### config.mk
export PLATFORM = sky130hd
export DESIGN_NAME = raster_timer
export DESIGN_NICKNAME = d
export VERILOG_FILES = /design/src/rtl/raster_timer.sv
export SDC_FILE = /design/constraint.sdc
export NUM_CORES = 1
export LEC_CHECK = 0
export BUFFER_PORTS_ARGS = -buffer_cell sky130_fd_sc_hd__buf_2
export CELL_PAD_IN_SITES_DETAIL_PLACEMENT = 0
export CELL_PAD_IN_SITES_GLOBAL_PLACEMENT = 1
export CORE_ASPECT_RATIO = 1.2
export CORE_MARGIN = 1
export CORE_UTILIZATION = 40
export DETAILED_ROUTE_END_ITERATION = 10
export HOLD_SLACK_MARGIN = 0.05
export PLACE_DENSITY = 0.87
export SYNTH_ARGS = -nofsm -noshare
export SYNTH_HDL_FRONTEND = slang
export SYNTH_SLANG_ARGS = --single-unit
### constraint.sdc
create_clock -name clk -period 2.3 [get_ports clk]
set_clock_uncertainty 0.1 [all_clocks]
set_input_delay 0.23 -clock clk [delete_from_list [all_inputs] [get_ports clk]]
set_output_delay 0.23 -clock clk [all_outputs]
set_load 0.03 [all_outputs]
### src/rtl/raster_timer.sv
module raster_timer #(
  parameter int FW = 16
) (
  input  logic            clk,
  input  logic            rst_n,
  input  logic            en,
  input  logic [2*FW-1:0] sync_cfg,
  input  logic [2*FW-1:0] bporch_cfg,
  input  logic [2*FW-1:0] active_cfg,
  input  logic [2*FW-1:0] total_cfg,
  input  logic [3:0]      pol_cfg,
  output logic            hsync_o,
  output logic            vsync_o,
  output logic            de_o,
  output logic [FW-1:0]   x_o,
  output logic [FW-1:0]   y_o,
  output logic            sof_o,
  output logic            clk_fall_o
);
  localparam int WW = 2 * FW;

  logic [WW-1:0] s_sync, s_bp, s_act, s_tot;
  logic [3:0]    s_pol;
  logic [FW-1:0] hcnt, vcnt;

  wire [FW-1:0] hsw  = s_sync[WW-1:FW];
  wire [FW-1:0] vsw  = s_sync[FW-1:0];
  wire [FW-1:0] ahbp = s_bp[WW-1:FW];
  wire [FW-1:0] avbp = s_bp[FW-1:0];
  wire [FW-1:0] aaw  = s_act[WW-1:FW];
  wire [FW-1:0] aah  = s_act[FW-1:0];
  wire [FW-1:0] tw   = s_tot[WW-1:FW];
  wire [FW-1:0] th   = s_tot[FW-1:0];

  wire line_end  = (hcnt == tw);
  wire frame_end = line_end && (vcnt == th);

  wire hs_act = en && (hcnt <= hsw);
  wire vs_act = en && (vcnt <= vsw);
  wire de_act = en && (hcnt > ahbp) && (hcnt <= aaw) && (vcnt > avbp) && (vcnt <= aah);
  wire at_org = en && (hcnt == '0) && (vcnt == '0);

  always_ff @(posedge clk or negedge rst_n) begin
    if (!rst_n) begin
      s_sync <= '0;
      s_bp   <= '0;
      s_act  <= '0;
      s_tot  <= '0;
      s_pol  <= '0;
    end else if (!en || frame_end) begin
      s_sync <= sync_cfg;
      s_bp   <= bporch_cfg;
      s_act  <= active_cfg;
      s_tot  <= total_cfg;
      s_pol  <= pol_cfg;
    end
  end

  always_ff @(posedge clk or negedge rst_n) begin
    if (!rst_n) begin
      hcnt <= '0;
      vcnt <= '0;
    end else if (!en) begin
      hcnt <= '0;
      vcnt <= '0;
    end else if (line_end) begin
      hcnt <= '0;
      vcnt <= frame_end ? '0 : vcnt + 1'b1;
    end else begin
      hcnt <= hcnt + 1'b1;
    end
  end

  always_ff @(posedge clk or negedge rst_n) begin
    if (!rst_n) begin
      hsync_o    <= 1'b1;
      vsync_o    <= 1'b1;
      de_o       <= 1'b0;
      x_o        <= '0;
      y_o        <= '0;
      sof_o      <= 1'b0;
      clk_fall_o <= 1'b0;
    end else begin
      hsync_o    <= ~(hs_act ^ s_pol[0]);
      vsync_o    <= ~(vs_act ^ s_pol[1]);
      de_o       <= de_act ^ s_pol[2];
      x_o        <= de_act ? hcnt - ahbp - 1'b1 : '0;
      y_o        <= de_act ? vcnt - avbp - 1'b1 : '0;
      sof_o      <= at_org;
      clk_fall_o <= s_pol[3];
    end
  end
endmodule


## Word-level counts from Yosys, hierarchy flattened

Index checks and enable logic that the tools add are counted.

| cells by class | value |
|---|---|
| $add $sub $neg | 6 |
| equality and inequality tests | 3 |
| multiplexer cells | 7 |
| reduce and logical (&&, ||, !) cells | 13 |
| $lt $le $gt $ge | 6 |
| bitwise logic cells | 5 |

Operators with widths:

| kind | number |
|---|---|
| 16-bit two-way mux | 7 |
| 16-bit <= comparator | 4 |
| 16-bit by 1-bit adder with 16-bit output, second input constant | 2 |
| 16-bit equality test | 2 |
| 16-bit > comparator | 2 |
| 16-bit zero test | 2 |
| 16-bit by 1-bit subtractor with 16-bit output, second input constant | 2 |
| 16-bit subtractor | 2 |
| 1-bit logical AND | 9 |
| 1-bit bitwise XOR | 3 |
| 2-bit by 1-bit != test with 1-bit output, second input constant | 1 |
| 1-bit inverter | 2 |
| 1-bit zero test | 1 |
| 1-bit logical OR | 1 |

| storage, ports and cells | value |
|---|---|
| word-level logic and storage cells | 54 |
| input bits | 135 |
| register bits | 201 |
| output and inout port bits | 37 |

## Logic depth before layout (Yosys ltp)

| logic depth | value |
|---|---|
| depth after elaboration | 6 |
| gate-level depth with buffers | 11 |
| mapped depth without buffers | 11 |

## Worst setup path before layout

Ideal clock, no wire load.

| path | value |
|---|---|
| kind | register to register |
| start point | register vcnt[3] |
| end point | register y_o[15] |
| data required time | 2.118 ns |
| stages on the path, launching flop included | 10 |
| data arrival time | 2.228 ns |
| library setup time | 0.082 ns |
| setup slack | -0.110 ns |
| cells stage by stage | dfrtp_1 ha_1 clkbuf_1 a21oi_1 o22ai_1 o211ai_1 nand2b_1 a22o_1 or4b_1 a31oi_1 |

| between the ends | value |
|---|---|
| cells in the longest elaborated chain, start to end | 4 |

Ends and longest elaborated chain:

| what | line | source |
|---|---|---|
| from (decl) | 24 | `logic [FW-1:0] hcnt, vcnt;` |
| from (signal assigned) | 68 | `vcnt <= frame_end ? '0 : vcnt + 1'b1;` |
| parallel branches: the longest is 3 deep, another holds 16-bit subtractor | -- |  |
| 16-bit two-way mux * | 88 | `y_o <= de_act ? vcnt - avbp - 1'b1 : '0;` |
| to (signal assigned) | 88 |  |
| to (decl) | 16 | `output logic [FW-1:0] y_o,` |

Mark *: on every way between the ends.
A chain may end at the register's enable or synchronous reset.

## Worst setup path after layout

| path | value |
|---|---|
| start point | register hcnt[6] |
| end point | register s_act[24] |

| between the ends | value |
|---|---|
| cells in the longest elaborated chain, start to end | 3 |

Ends and longest elaborated chain:

| what | line | source |
|---|---|---|
| from (decl) | 24 |  |
| from (signal assigned) | 70 | `hcnt <= hcnt + 1'b1;` |
| 16-bit equality test | 35 | `wire line_end = (hcnt == tw);` |
| 1-bit logical AND | 36 | `wire frame_end = line_end && (vcnt == th);` |
| 1-bit logical OR | 50 | `end else if (!en \|\| frame_end) begin` |
| to (signal assigned) | 53 | `s_act <= active_cfg;` |
| to (decl) | 22 | `logic [WW-1:0] s_sync, s_bp, s_act, s_tot;` |

No other way between the ends.

==> flow_metrics.py <==
metrics = {
    "worst_setup_path": {
        "critPathTopFamily": "buffers and inverters",
        "slowest_delay_ns": 0.41,
        "critPathBufInv": 5,
        "path_cells": "buf_6 > xor2_1 > nor4_2 > buf_4 > nand4_1 > o21ai_4 > buf_6 > buf_12 > clkbuf_16 > nand2_2 > o21ai_1",
        "cp_slowest_cell": "dfrtp_1",
        "cp-end-kind": "flip-flop",
        "arrival_ns": 2.76,
        "crit_fanout": 7,
        "path_common_cell": "buf_6",
        "worstPathRequired_ns": 2.64,
        "startpoint_type": "flip-flop",
        "crit_type": "reg2reg",
    },
    "clocking": {
        "htreeDepth": 1,
        "clockBufferDepth": 3,
        "cts_sinks": 201,
        "path_clk_slew_ns": 0.06,
        "cts_made_buffers": 23,
        "cts_tree": "built",
        "clock_tree.root_cell": "clkbuf_16",
        "clock_latency_ns": 0.52,
    },
    "timing": {
        "relSlewSlack": 0.701,
        "grt_setup_unrepaired": "yes",
        "fmax_mhz": 412,
        "report.final.setup_viol": 117,
        "finalCritPeriodShare": 1.05,
        "period_needed_ns": 2.43,
        "tightest_slew_ns": 0.448,
        "hold_viol": 0,
        "finalMaxSlewViolations": 0,
        "finalWorstSetupSlack_ns": -0.126,
    },
    "die": {
        "core_area_um2": 27300,
        "die_x_um": 155,
        "core.rowCount": 66,
        "start_util": 0.409,
        "chipHeight_um": 185,
        "dieArea_um2": 28600,
        "io_pins": 172,
    },
    "logic_synthesis": {
        "ys_ff_latch": 201,
        "ys.flop_type": "dfrtp_1",
        "synth_edf_count": 0,
        "synth_cells": 1236,
        "netlist_area_um2": 11200,
        "synth.distinct_cells": 52,
        "synth_top_area_share": 0.445,
        "synth-seq-area-share": 0.450,
        "syn-num-nets": 1475,
        "synth_warnings": 0,
        "ys_async_sr_fraction": 1.00,
        "synth_area_leaders": "dfrtp_1 45%, ha_1 11%, nand2_1 8.0%",
        "yosysTopAreaCell": "dfrtp_1",
        "syn_area_per_cell_um2": 9.05,
    },
    "power_and_ir_drop": {
        "p_leak_nw": 8.50,
        "power_density_nw_per_um2": 543,
        "peakVddDrop_mv": 0.394,
    },
    "placement": {
        "gp_congestion": 0.891,
        "dp_slack_ns": -0.194,
        "dp.cells": 1893,
        "place.detailed.hpwl_um": 23100,
        "placed_area_um2": 13600,
        "io_buffers": 171,
    },
    "finish": {
        "area_growth_pct": 49.2,
        "final_nets": 1944,
        "fin_area_um2": 16700,
        "drive_above_1_share": 0.302,
        "stdcell_count": 2096,
    },
    "route": {
        "drtAntennaViolNets": 0,
        "drt_pass1_iterations": 4,
        "wirelength_um": 33700,
        "drtIter0Drc": 519,
        "vias": 10500,
        "drc_errors": 0,
        "vias_per_cell": 5.03,
        "wl_per_cell_um": 16.1,
    },
    "global_routing": {
        "gr-total-overflow": 0,
        "antenna_found_initial": 0,
        "grt_pass1_wl_um": 51300,
        "grt_max_degree": 80,
        "grt_pass1_vias": 10500,
        "grt_use_total": 0.226,
    },
    "run_status": {
        "status": "finished, violations left",
        "violations": "negative setup slack",
    },
    "job": {
        "cap_violations": 0,
    },
    "min_path": {
        "hold_class": "in2async",
    },
}
[Yosys cell counts, types with 15 or more instances]
cell and instances:
o21ai_1 38, ha_1 102, nor3_1 15, nand3_1 24, o21ai_0 82, nand4_1 32
dfrtp_1 199, inv_1 114, nor2_1 74, xnor2_1 18, xor2_1 56, nand2_1 237
a21oi_1 54
[per-layer routing]
metal | share of wire | GRT usage | up-vias
li1 | - | - | 5122
met5 | 0 | 0 | -
met1 | 0.43 | 0.296 | 5032
met4 | 0.036 | 0.0828 | 0
met2 | 0.48 | 0.386 | 304
met3 | 0.045 | 0.0225 | 89
[cell type report]
class	count	area, µm²
repair buffers	487	4060
flip-flops and latches	201	5040
inverters	114	428
diodes	1	2.50
clock inverters	9	75.1
multi-input cells	878	5990
well taps	374	468
clock buffers	32	629
fillers	2251	10600
[through the flow]
step | setup TNS, ns | utilization | hold slack (ns) | total power [mW]
detailed placement | -13.93 | 0.498 | 0.0306 | 5.23
CTS | -0.663 | 0.587 | 0.0619 | 8.95
global route | -25.41 | 0.611 | 0.0814 | 9.46
floorplan | -0.0695 | - | -0.166 | 4.62
global placement | -6.86 | 0.498 | 0.0331 | 5.19
finish | -5.45 | 0.611 | 0.0752 | 9.07
[placed cells by master (no fill, tap or decap), types with 35 or more instances in the layout]
cell type and count:
buf_4 138, xor2_1 55, buf_2 170, dlygate4sd3_1 133, ha_1 95, o21ai_1 57, nor2_1 71, dfrtp_1 193
o21ai_0 42, nand2_2 35, inv_1 113, a21oi_1 43, nand2_1 194
[repair_timing]
item	CTS	global route
hold buffers	133	0
endpoints found under the hold margin	332	0
setup buffers	13	3
pin swaps	11	22
setup endpoints to repair	181	183
resized for setup	59	146
cloned	3	13
[report_power, final]
part	total (mW)	internal [mW]	switching [mW]
Sequential	3.87	3.76	0.111
Combinational	1.71	0.836	0.875
Clock	3.49	2.02	1.47
Total	9.07	6.61	2.45
[final timing paths]
kind	cells past startpoint	startpoint	endpoint	slack [ns]
max in group asynchronous	3	rst_n	hcnt[3]$_DFF_PN0_	1.30
hold / removal	2	rst_n	s_sync[8]$_DFFE_PN0P_	0.08
setup reg to reg	11	hcnt[6]$_DFF_PN0_	s_act[24]$_DFFE_PN0P_	-0.13
min in group clk	3	en	hcnt[1]$_DFF_PN0_	0.16
hold reg to reg	0	s_pol[3]$_DFFE_PN0P_	clk_fall_o$_DFF_PN0_	0.28
setup / recovery	11	hcnt[6]$_DFF_PN0_	s_act[24]$_DFFE_PN0P_	-0.13
[flip-flops by register name, summed over array words and instances, names as in the netlist]
name and cells:
clk_fall_o 1, de_o 1, hcnt 16, hsync_o 1, s_act 32, s_bp 32, s_pol 4, s_sync 32
s_tot 32, sof_o 1, vcnt 16, vsync_o 1, x_o 16, y_o 16
[kinds of logic (layout without fill, tap and decap cells)]
logic type | count (synthesis) | in the layout | synth area share
other | 0 | 1 | 0
adder cells (fa/ha/maj) | 104 | 104 | 0.118
buffers and inverters | 157 | 642 | 0.0643
AND/OR/NAND/NOR | 450 | 450 | 0.180
AO/OA/AOI/OAI | 250 | 250 | 0.130
flip-flops | 201 | 201 | 0.450
XOR/XNOR | 74 | 74 | 0.0579
Power figures use the tool's default switching activity.
